[src/rtl/wrg_pkg.sv]
package wrg_pkg;
  typedef enum logic [1:0] {
    SLOT_MASK  = 2'd0,
    SLOT_AUTO  = 2'd1,
    SLOT_CNTEN = 2'd2,
    SLOT_CAUSE = 2'd3
  } wrg_slot_e;

  localparam int NUM_CTRL  = 3;
  localparam int NUM_SLOTS = 4;

  // bit order matches the slot index of each writable field
  typedef struct packed {
    logic cnt_en;
    logic auto_dis;
    logic mask;
  } wrg_ctrl_t;
endpackage

[src/rtl/wrg_regs.sv]
module wrg_regs
  import wrg_pkg::*;
#(
  parameter int DATA_W     = 32,
  parameter int ADDR_W     = 2,
  parameter int MASK_BIT   = 2,
  parameter int AUTO_BIT   = 0,
  parameter int CNT_EN_BIT = 7,
  parameter int CAUSE_BIT  = 0
) (
  input  logic              clk_i,
  input  logic              rst_ni,
  input  logic              req_i,
  input  logic              we_i,
  input  logic [ADDR_W-1:0] addr_i,
  input  logic [DATA_W-1:0] wdata_i,
  input  logic [DATA_W-1:0] bitmask_i,
  input  logic              cause_i,
  output wrg_ctrl_t         ctrl_o,
  output logic [DATA_W-1:0] rdata_o
);
  logic [NUM_SLOTS-1:0] hit;
  logic [NUM_CTRL-1:0]  ctrl_bits;

  always_comb begin
    for (int s = 0; s < NUM_SLOTS; s++) begin
      hit[s] = req_i && (addr_i == ADDR_W'(s));
    end
  end

  for (genvar g = 0; g < NUM_CTRL; g++) begin : g_fld
    localparam int POS = (g == 0) ? MASK_BIT : ((g == 1) ? AUTO_BIT : CNT_EN_BIT);
    logic bit_q;

    always_ff @(posedge clk_i or negedge rst_ni) begin
      if (!rst_ni) begin
        bit_q <= 1'b0;
      end else if (hit[g] && we_i && bitmask_i[POS]) begin
        bit_q <= wdata_i[POS];
      end
    end

    assign ctrl_bits[g] = bit_q;
  end

  assign ctrl_o = wrg_ctrl_t'(ctrl_bits);

  always_comb begin
    rdata_o = '0;
    if (req_i && !we_i) begin
      if (hit[SLOT_MASK])  rdata_o[MASK_BIT]   = ctrl_bits[0];
      if (hit[SLOT_AUTO])  rdata_o[AUTO_BIT]   = ctrl_bits[1];
      if (hit[SLOT_CNTEN]) rdata_o[CNT_EN_BIT] = ctrl_bits[2];
      if (hit[SLOT_CAUSE]) rdata_o[CAUSE_BIT]  = cause_i;
    end
  end

  logic unused_wbits;
  assign unused_wbits = ^{wdata_i, bitmask_i};
endmodule

[src/rtl/wrg_gate.sv]
module wrg_gate #(
  parameter bit INV_POL = 1'b0
) (
  input  logic wdt_req_i,
  input  logic cpu_in_reset_i,
  input  logic mask_i,
  input  logic auto_dis_i,
  output logic pass_o
);
  logic gate_open;

  if (INV_POL) begin : g_inv
    assign gate_open = mask_i;
  end else begin : g_dir
    assign gate_open = ~mask_i;
  end

  assign pass_o = wdt_req_i & gate_open & ~(auto_dis_i & cpu_in_reset_i);
endmodule

[src/rtl/wrg_pulse.sv]
module wrg_pulse #(
  parameter int PULSE_LEN = 4
) (
  input  logic clk_i,
  input  logic rst_ni,
  input  logic wdt_pass_i,
  input  logic ext_rst_i,
  output logic sys_rst_o,
  output logic cause_set_o,
  output logic cause_clr_o
);
  localparam int CNT_W = $clog2(PULSE_LEN + 1);

  logic [CNT_W-1:0] cnt_q;
  logic             rst_q;
  logic             idle;
  logic             trig;

  assign idle = (cnt_q == '0);
  assign trig = idle & (wdt_pass_i | ext_rst_i);

  always_ff @(posedge clk_i or negedge rst_ni) begin
    if (!rst_ni) begin
      cnt_q <= '0;
      rst_q <= 1'b0;
    end else begin
      rst_q <= trig | (cnt_q > CNT_W'(1));
      if (trig) begin
        cnt_q <= CNT_W'(PULSE_LEN);
      end else if (!idle) begin
        cnt_q <= cnt_q - 1'b1;
      end
    end
  end

  assign sys_rst_o   = rst_q;
  assign cause_set_o = trig & wdt_pass_i;
  assign cause_clr_o = trig & ~wdt_pass_i;
endmodule

[src/rtl/wrg_cause.sv]
module wrg_cause (
  input  logic clk_i,
  input  logic rst_ni,
  input  logic set_i,
  input  logic clr_i,
  output logic cause_o
);
  logic cause_q;

  always_ff @(posedge clk_i or negedge rst_ni) begin
    if (!rst_ni) begin
      cause_q <= 1'b0;
    end else if (set_i) begin
      cause_q <= 1'b1;
    end else if (clr_i) begin
      cause_q <= 1'b0;
    end
  end

  assign cause_o = cause_q;
endmodule

[src/rtl/wdt_rst_gate.sv]
module wdt_rst_gate
  import wrg_pkg::*;
#(
  parameter int DATA_W     = 32,
  parameter int ADDR_W     = 2,
  parameter int MASK_BIT   = 2,
  parameter int AUTO_BIT   = 0,
  parameter int CNT_EN_BIT = 7,
  parameter int CAUSE_BIT  = 0,
  parameter bit INV_POL    = 1'b0,
  parameter int PULSE_LEN  = 4
) (
  input  logic              clk_i,
  input  logic              rst_ni,
  input  logic              req_i,
  input  logic              we_i,
  input  logic [ADDR_W-1:0] addr_i,
  input  logic [DATA_W-1:0] wdata_i,
  input  logic [DATA_W-1:0] bitmask_i,
  output logic [DATA_W-1:0] rdata_o,
  input  logic              wdt_req_i,
  input  logic              cpu_in_reset_i,
  input  logic              ext_rst_i,
  output logic              cnt_en_o,
  output logic              sys_rst_o
);
  wrg_ctrl_t ctrl;
  logic      mask_q;
  logic      auto_q;
  logic      cause_q;
  logic      wdt_pass;
  logic      cause_set;
  logic      cause_clr;

  wrg_regs #(
    .DATA_W    (DATA_W),
    .ADDR_W    (ADDR_W),
    .MASK_BIT  (MASK_BIT),
    .AUTO_BIT  (AUTO_BIT),
    .CNT_EN_BIT(CNT_EN_BIT),
    .CAUSE_BIT (CAUSE_BIT)
  ) u_regs (
    .clk_i    (clk_i),
    .rst_ni   (rst_ni),
    .req_i    (req_i),
    .we_i     (we_i),
    .addr_i   (addr_i),
    .wdata_i  (wdata_i),
    .bitmask_i(bitmask_i),
    .cause_i  (cause_q),
    .ctrl_o   (ctrl),
    .rdata_o  (rdata_o)
  );

  assign mask_q   = ctrl.mask;
  assign auto_q   = ctrl.auto_dis;
  assign cnt_en_o = ctrl.cnt_en;

  wrg_gate #(
    .INV_POL(INV_POL)
  ) u_gate (
    .wdt_req_i     (wdt_req_i),
    .cpu_in_reset_i(cpu_in_reset_i),
    .mask_i        (mask_q),
    .auto_dis_i    (auto_q),
    .pass_o        (wdt_pass)
  );

  wrg_pulse #(
    .PULSE_LEN(PULSE_LEN)
  ) u_pulse (
    .clk_i      (clk_i),
    .rst_ni     (rst_ni),
    .wdt_pass_i (wdt_pass),
    .ext_rst_i  (ext_rst_i),
    .sys_rst_o  (sys_rst_o),
    .cause_set_o(cause_set),
    .cause_clr_o(cause_clr)
  );

  wrg_cause u_cause (
    .clk_i  (clk_i),
    .rst_ni (rst_ni),
    .set_i  (cause_set),
    .clr_i  (cause_clr),
    .cause_o(cause_q)
  );
endmodule

[config.mk]
export PLATFORM = sky130hd
export DESIGN_NAME = wdt_rst_gate
export DESIGN_NICKNAME = d
export VERILOG_FILES = /design/src/rtl/wrg_pkg.sv /design/src/rtl/wrg_regs.sv /design/src/rtl/wrg_gate.sv /design/src/rtl/wrg_pulse.sv /design/src/rtl/wrg_cause.sv /design/src/rtl/wdt_rst_gate.sv
export SDC_FILE = /design/constraint.sdc
export NUM_CORES = 1
export LEC_CHECK = 0
export CELL_PAD_IN_SITES_DETAIL_PLACEMENT = 1
export CELL_PAD_IN_SITES_GLOBAL_PLACEMENT = 2
export CORE_MARGIN = 8
export CORE_UTILIZATION = 25
export CTS_CLUSTER_DIAMETER = 60
export DETAILED_ROUTE_END_ITERATION = 6
export DONT_BUFFER_PORTS = 1
export MAX_ROUTING_LAYER = met4
export PLACE_DENSITY_LB_ADDON = 0.05
export SLEW_MARGIN = 5
export SYNTH_ARGS = -nofsm -noshare
export SYNTH_HDL_FRONTEND = slang
export SYNTH_SLANG_ARGS = --single-unit
[constraint.sdc]
create_clock -name clk_i -period 1.6 [get_ports clk_i]
set_clock_uncertainty 0.1 [all_clocks]
set_input_delay 0.24 -clock clk_i [delete_from_list [all_inputs] [get_ports clk_i]]
set_output_delay 0.24 -clock clk_i [all_outputs]
set_load 0.01 [all_outputs]
== After elaboration in Yosys (flattened, before gate mapping) ==
Index checks and enable logic that the tools add are counted.
Word-level totals
  flip-flop bits (word level): 8
  latch bits: 0
  RAM bits: 0
  bits in read-only memories: 0
  bits of input ports: 73
  output and inout port bits: 34
  logic and storage cells: 49
  memories kept: 0
Operators by class
  add/subtract/negate cells: 1
  $mul: 0
  div/mod/pow operators: 0
  magnitude comparators: 1
  equal/unequal tests: 4
  shift operators: 0
  multiplexer cells: 11
  bitwise operators: 11
  reduce and logical (&&, ||, !) cells: 15
Operators by type and width (count)
  $logic_and 1x1->1: 11
  $mux 1: 9
  $and 1x1->1: 6
  $mux 3: 2
  $eq 2x2->1 const B: 2
  $gt 3x1->1 const B: 1
  $logic_not 3->1: 1
  $not 1->1: 3
  $sub 3x1->3 const B: 1
  $eq 2x1->1 const B: 1
  $logic_not 2->1: 1
  $ne 2x2->1 const B: 1
  $or 1x1->1: 2
  $reduce_bool 2->1: 1
  $logic_not 1->1: 1

== Longest topological paths before layout ==
  depth after elaboration: 8
  depth in mapped cells: 5
  depth with buffers taken out: 5

== Cells and area by module ==
A second synthesis with hierarchy kept.
Unflattened totals
  cells, all modules: 78
  area total of the unflattened synthesis: 726.9 µm²
By module, submodules not included
  wrg_regs: times used 1, cells an instance 51, area each 429.2 µm², seq. area each 75.1 µm²
  wrg_pulse: times used 1, cells an instance 22, area each 245.2 µm², seq. area each 100.1 µm²
  wrg_cause: times used 1, cells an instance 3, area each 36.3 µm², seq. area each 25.0 µm²
  wrg_gate: times used 1, cells an instance 2, area each 16.3 µm², seq. area each 0.0 µm²

== Least setup slack after synthesis ==
No wires, ideal clock.
  path kind: reg2reg
  from: register u_pulse.cnt_q[0]
  to: register u_cause.cause_q (netlist: u_cause.cause_o)
  arrival time: 1.169 ns
  required time: 1.380 ns
  path slack: 0.210 ns
  cell stages (with the launch flop): 6
  period minus slack after synthesis: 1.390 ns
  path through: dfrtp_1 > inv_1 > ha_1 > nor2b_2 > a21boi_0 > a41o_1
Between the ends
  cells in the longest elaborated chain, start to end: 4
  elaborated cells on any way between the ends: 6
  those cells by class: mux: 1; bitwise: 3; reduce/logical: 2
RTL lines
  start: declaration: line wrg_pulse.sv:14  | logic [CNT_W-1:0] cnt_q;
  start signal: assignment: line wrg_pulse.sv:29  | cnt_q <= CNT_W'(PULSE_LEN);
  start signal: assignment: line wrg_pulse.sv:31  | cnt_q <= cnt_q - 1'b1;
  $logic_not 3->1 *: line wrg_pulse.sv:19  | assign idle = (cnt_q == '0);
  $and 1x1->1 *: line wrg_pulse.sv:20  | assign trig = idle & (wdt_pass_i | ext_rst_i);
  $and 1x1->1, on equally long branches: line wrg_pulse.sv:37, wrg_pulse.sv:38
  $mux 1 or $reduce_bool 2->1 (tied branches)
  end signal: assignment: line wrg_cause.sv:12  | cause_q <= 1'b0;
  end signal: assignment: line wrg_cause.sv:14  | cause_q <= 1'b1;
  end signal: assignment: line wrg_cause.sv:16  | cause_q <= 1'b0;
  end: declaration: line wrg_cause.sv:8  | logic cause_q;
Mark *: on every way between the ends. The rest lies on a longest branch, timed or not.
A chain may end at the register's enable or synchronous reset.

== Final worst setup path ==
Ends and elaborated chain as after synthesis.

==> results.yml <==
placed_design:
  dpl.hpwl_mm: 1.27
  dpl-instance-area_um2: 624
  io_buffers: 0
  place_congestion: 0.724
clock_tree:
  cts_tree: "yes"
  cts_buffers: 3
  clk_pin_slew_worst_paths_ns: 0.06
  root_buffer: "clkbuf_4"
  cts_buffer_depth: 2
  clock_latency_ns: 0.26
  cts.sinks: 8
  htreeDepth: 1
sta:
  tns_ns: 0
  maxSlewViolCount: 0
  finalCritPeriodShare_pct: 89.7
  fmax_mhz: 697
  hold_viol: 0
  rsz0062_at_grt: "no"
  min_period_ns: 1.43
  setup_viol: 0
routing:
  drt_first_pass_iters: 3
  vias: 434
  drt-wirelength-per-cell_um: 13.3
  drc_errors: 0
  vias_per_cell: 3.88
  antenna_left: 0
  drt_wl_total_mm: 1.49
  detailedRoute.firstIterationViolations: 8
pwr:
  vdd_drop_max_v: 0.000651
  power_leakage_nw: 0.338
  power_density_nw_per_um2: 1350
worst_setup_path:
  crit_family: "flip-flops"
  critPathBufInv: 1
  crit_required_ns: 1.65
  cp_data_arrival_time_ns: 1.49
  crit_path_end_kind: "register"
  cpPeakStageDelay_ns: 0.38
  crit_slowest_cell: "dfrtp_1"
  critPathKind: "register to register"
  crit_path_start_kind: "register"
  r2r_slack_ns: 0.17
  crit_path_cell_trace: "inv_1 > ha_1 > nor2b_4 > a21boi_0 > a41o_1"
  critical_path.max_fanout: 7
job:
  maxCapViolCount: 0
yosys:
  ys_ff_latch: 8
  syn_area_um2: 676
  synth_warnings: 0
  syn-mean-instance-area_um2: 9.13
  synthesis.instances: 74
  yosysUniqueCellTypes: 27
  seq_area_frac_synth_pct: 29.6
layout:
  area_growth_pct: -0.556
  nNetsFinal: 159
  fin_area_um2: 672
  layout-drive-gt1-share_pct: 13.6
  diodes: 0
global_route:
  grt_usage_pct: 6.38
  grt_pass1_wl_mm: 2.13
  grt_max_degree: 9
  grt_remaining_overflow: 0
  grt_antenna_before_repair: 0
  first_global_vias: 447
floorplanning:
  core_um2: 2660
  ios: 107
  initial_core_util_pct: 25.4
  dieArea_um2: 4620
  die_h_um: 68.0
  fp-row-count: 19
  die_width_um: 68.0
run_status:
  outcome: "complete, no violations"
worst_hold_path:
  min_path_type: "input port to register"
state kept, by name, summed over array words and instances, names as in the netlist:
signal	count
u_regs.g_fld.bit_q	3
u_pulse.sys_rst_o	1
u_cause.cause_o	1
u_pulse.cnt_q	3
layout by cell type, fill, tap and decap left out:
master / n
conb_1: 29
dfrtp_1: 8
nand2_1: 5
inv_1: 3
ha_1: 3
clkbuf_4: 3
buf_4: 3
nor3_1: 2
nand4_1: 2
mux2_2: 2
dlygate4sd3_1: 2
a31o_1: 1
a21oi_1: 1
a211o_1: 1
nand2b_1: 1
nor4_1: 1
mux2i_1: 1
nor2b_4: 1
a21boi_0: 1
a41o_1: 1
nor2b_2: 1
mux2_1: 1
and2b_1: 1
nand3_1: 1
nor2_1: 1
nor2b_1: 1
a221o_1: 1
or2_2: 1
o21ai_0: 1
o22ai_1: 1
area by class of cell:
type                    count  area (um2)
fillers                   336        1990
multi-input cells          62         357
flip-flops and latches      8         200
repair buffers              5        42.5
well taps                  31        38.8
clock buffers               3        22.5
inverters                   3        11.3
synthesized netlist by cell type:
master	count	share of area, %
buf_4	29	32
dfrtp_1	8	30
nand2_1	5	2.8
ha_1	3	5.6
inv_1	3	1.7
mux2_2	2	3.3
nand4_1	2	1.9
nor2b_2	2	2.6
nor3_1	2	1.5
a211o_1	1	1.3
a21boi_0	1	1.1
a21oi_1	1	0.74
a221o_1	1	1.5
a31o_1	1	1.3
a41o_1	1	1.5
and2b_1	1	1.1
conb_1	1	0.56
mux2_1	1	1.7
mux2i_1	1	1.5
nand2b_1	1	0.93
nand3_1	1	0.74
nor2_1	1	0.56
nor2b_1	1	0.93
nor4_1	1	0.93
o21ai_0	1	0.74
o22ai_1	1	0.93
or2_2	1	0.93
kinds of logic (layout without fill, tap and decap cells):
kind of cell,count (synthesis),count (layout),synth area share [%]
other cells,1,29,0.555
flops,8,8,29.6
fa+ha+maj,3,3,5.56
mux,4,4,6.48
simple gates,18,18,14.8
buf+inv,32,11,33.9
compound gates,8,8,9.07
worst register-to-register path: stages (launching register included):
cell	delay, ns
dfrtp_1	0.38
inv_1	0.10
ha_1	0.21
nor2b_4	0.24
a21boi_0	0.11
a41o_1	0.20
layer usage:
metal  GRT usage (%)  part of all wire [%]
met3            4.58                    19
met2            10.4                    48
met4            1.53                  0.47
met5               -                     0
met1            5.95                    33
what timing repair did:
item                                   4_1_cts  5_1_grt
gates resized for setup                      0        1
setup buffers                                0        0
setup endpoints to repair                    0        1
endpoints found under the hold margin        8        1
hold buffers                                 1        1
path summary, 6_finish.rpt:
| kind | depth (start not counted) | end | from |
|---|---|---|---|
| max in group asynchronous | 1 | u_pulse.cnt_q[2]$_DFFE_PN0P_ | rst_ni |
| setup / recovery | 5 | u_cause.cause_o$_DFFE_PN0P_ | u_pulse.cnt_q[0]$_DFFE_PN0P_ |
| hold / removal | 1 | u_regs.g_fld[0].bit_q$_DFFE_PN0P_ | wdata_i[2] |
| min in group asynchronous | 1 | u_pulse.cnt_q[1]$_DFFE_PN0P_ | rst_ni |
| setup reg to reg | 5 | u_cause.cause_o$_DFFE_PN0P_ | u_pulse.cnt_q[0]$_DFFE_PN0P_ |
| hold reg to reg | 1 | u_regs.g_fld[0].bit_q$_DFFE_PN0P_ | u_regs.g_fld[0].bit_q$_DFFE_PN0P_ |
power by group:
part           total (mW)  switching [mW]  internal, mW  leakage, nW
combinational       0.395           0.198         0.197        0.230
sequential          0.348          0.0633         0.285       0.0943
clock               0.163          0.0765        0.0864       0.0138
total               0.906           0.338         0.569        0.338
metrics by stage:
| step | hold slack [ns] | total power [mW] | utilization [%] | cells | setup WS [ns] |
|---|---|---|---|---|---|
| floorplan | -0.156 | 0.671 | - | 102 | 0.210 |
| global placement | -0.155 | 0.726 | 23.4 | 107 | 0.0672 |
| CTS | 0.00707 | 0.906 | 24.7 | 111 | 0.0675 |
| detailed placement | -0.155 | 0.723 | 23.4 | 107 | 0.0773 |
| finish | 0.0362 | 0.906 | 25.2 | 112 | 0.165 |
| global route | 0.0231 | 1.00 | 25.2 | 112 | 0.0323 |
Power figures use the tool's default switching activity.
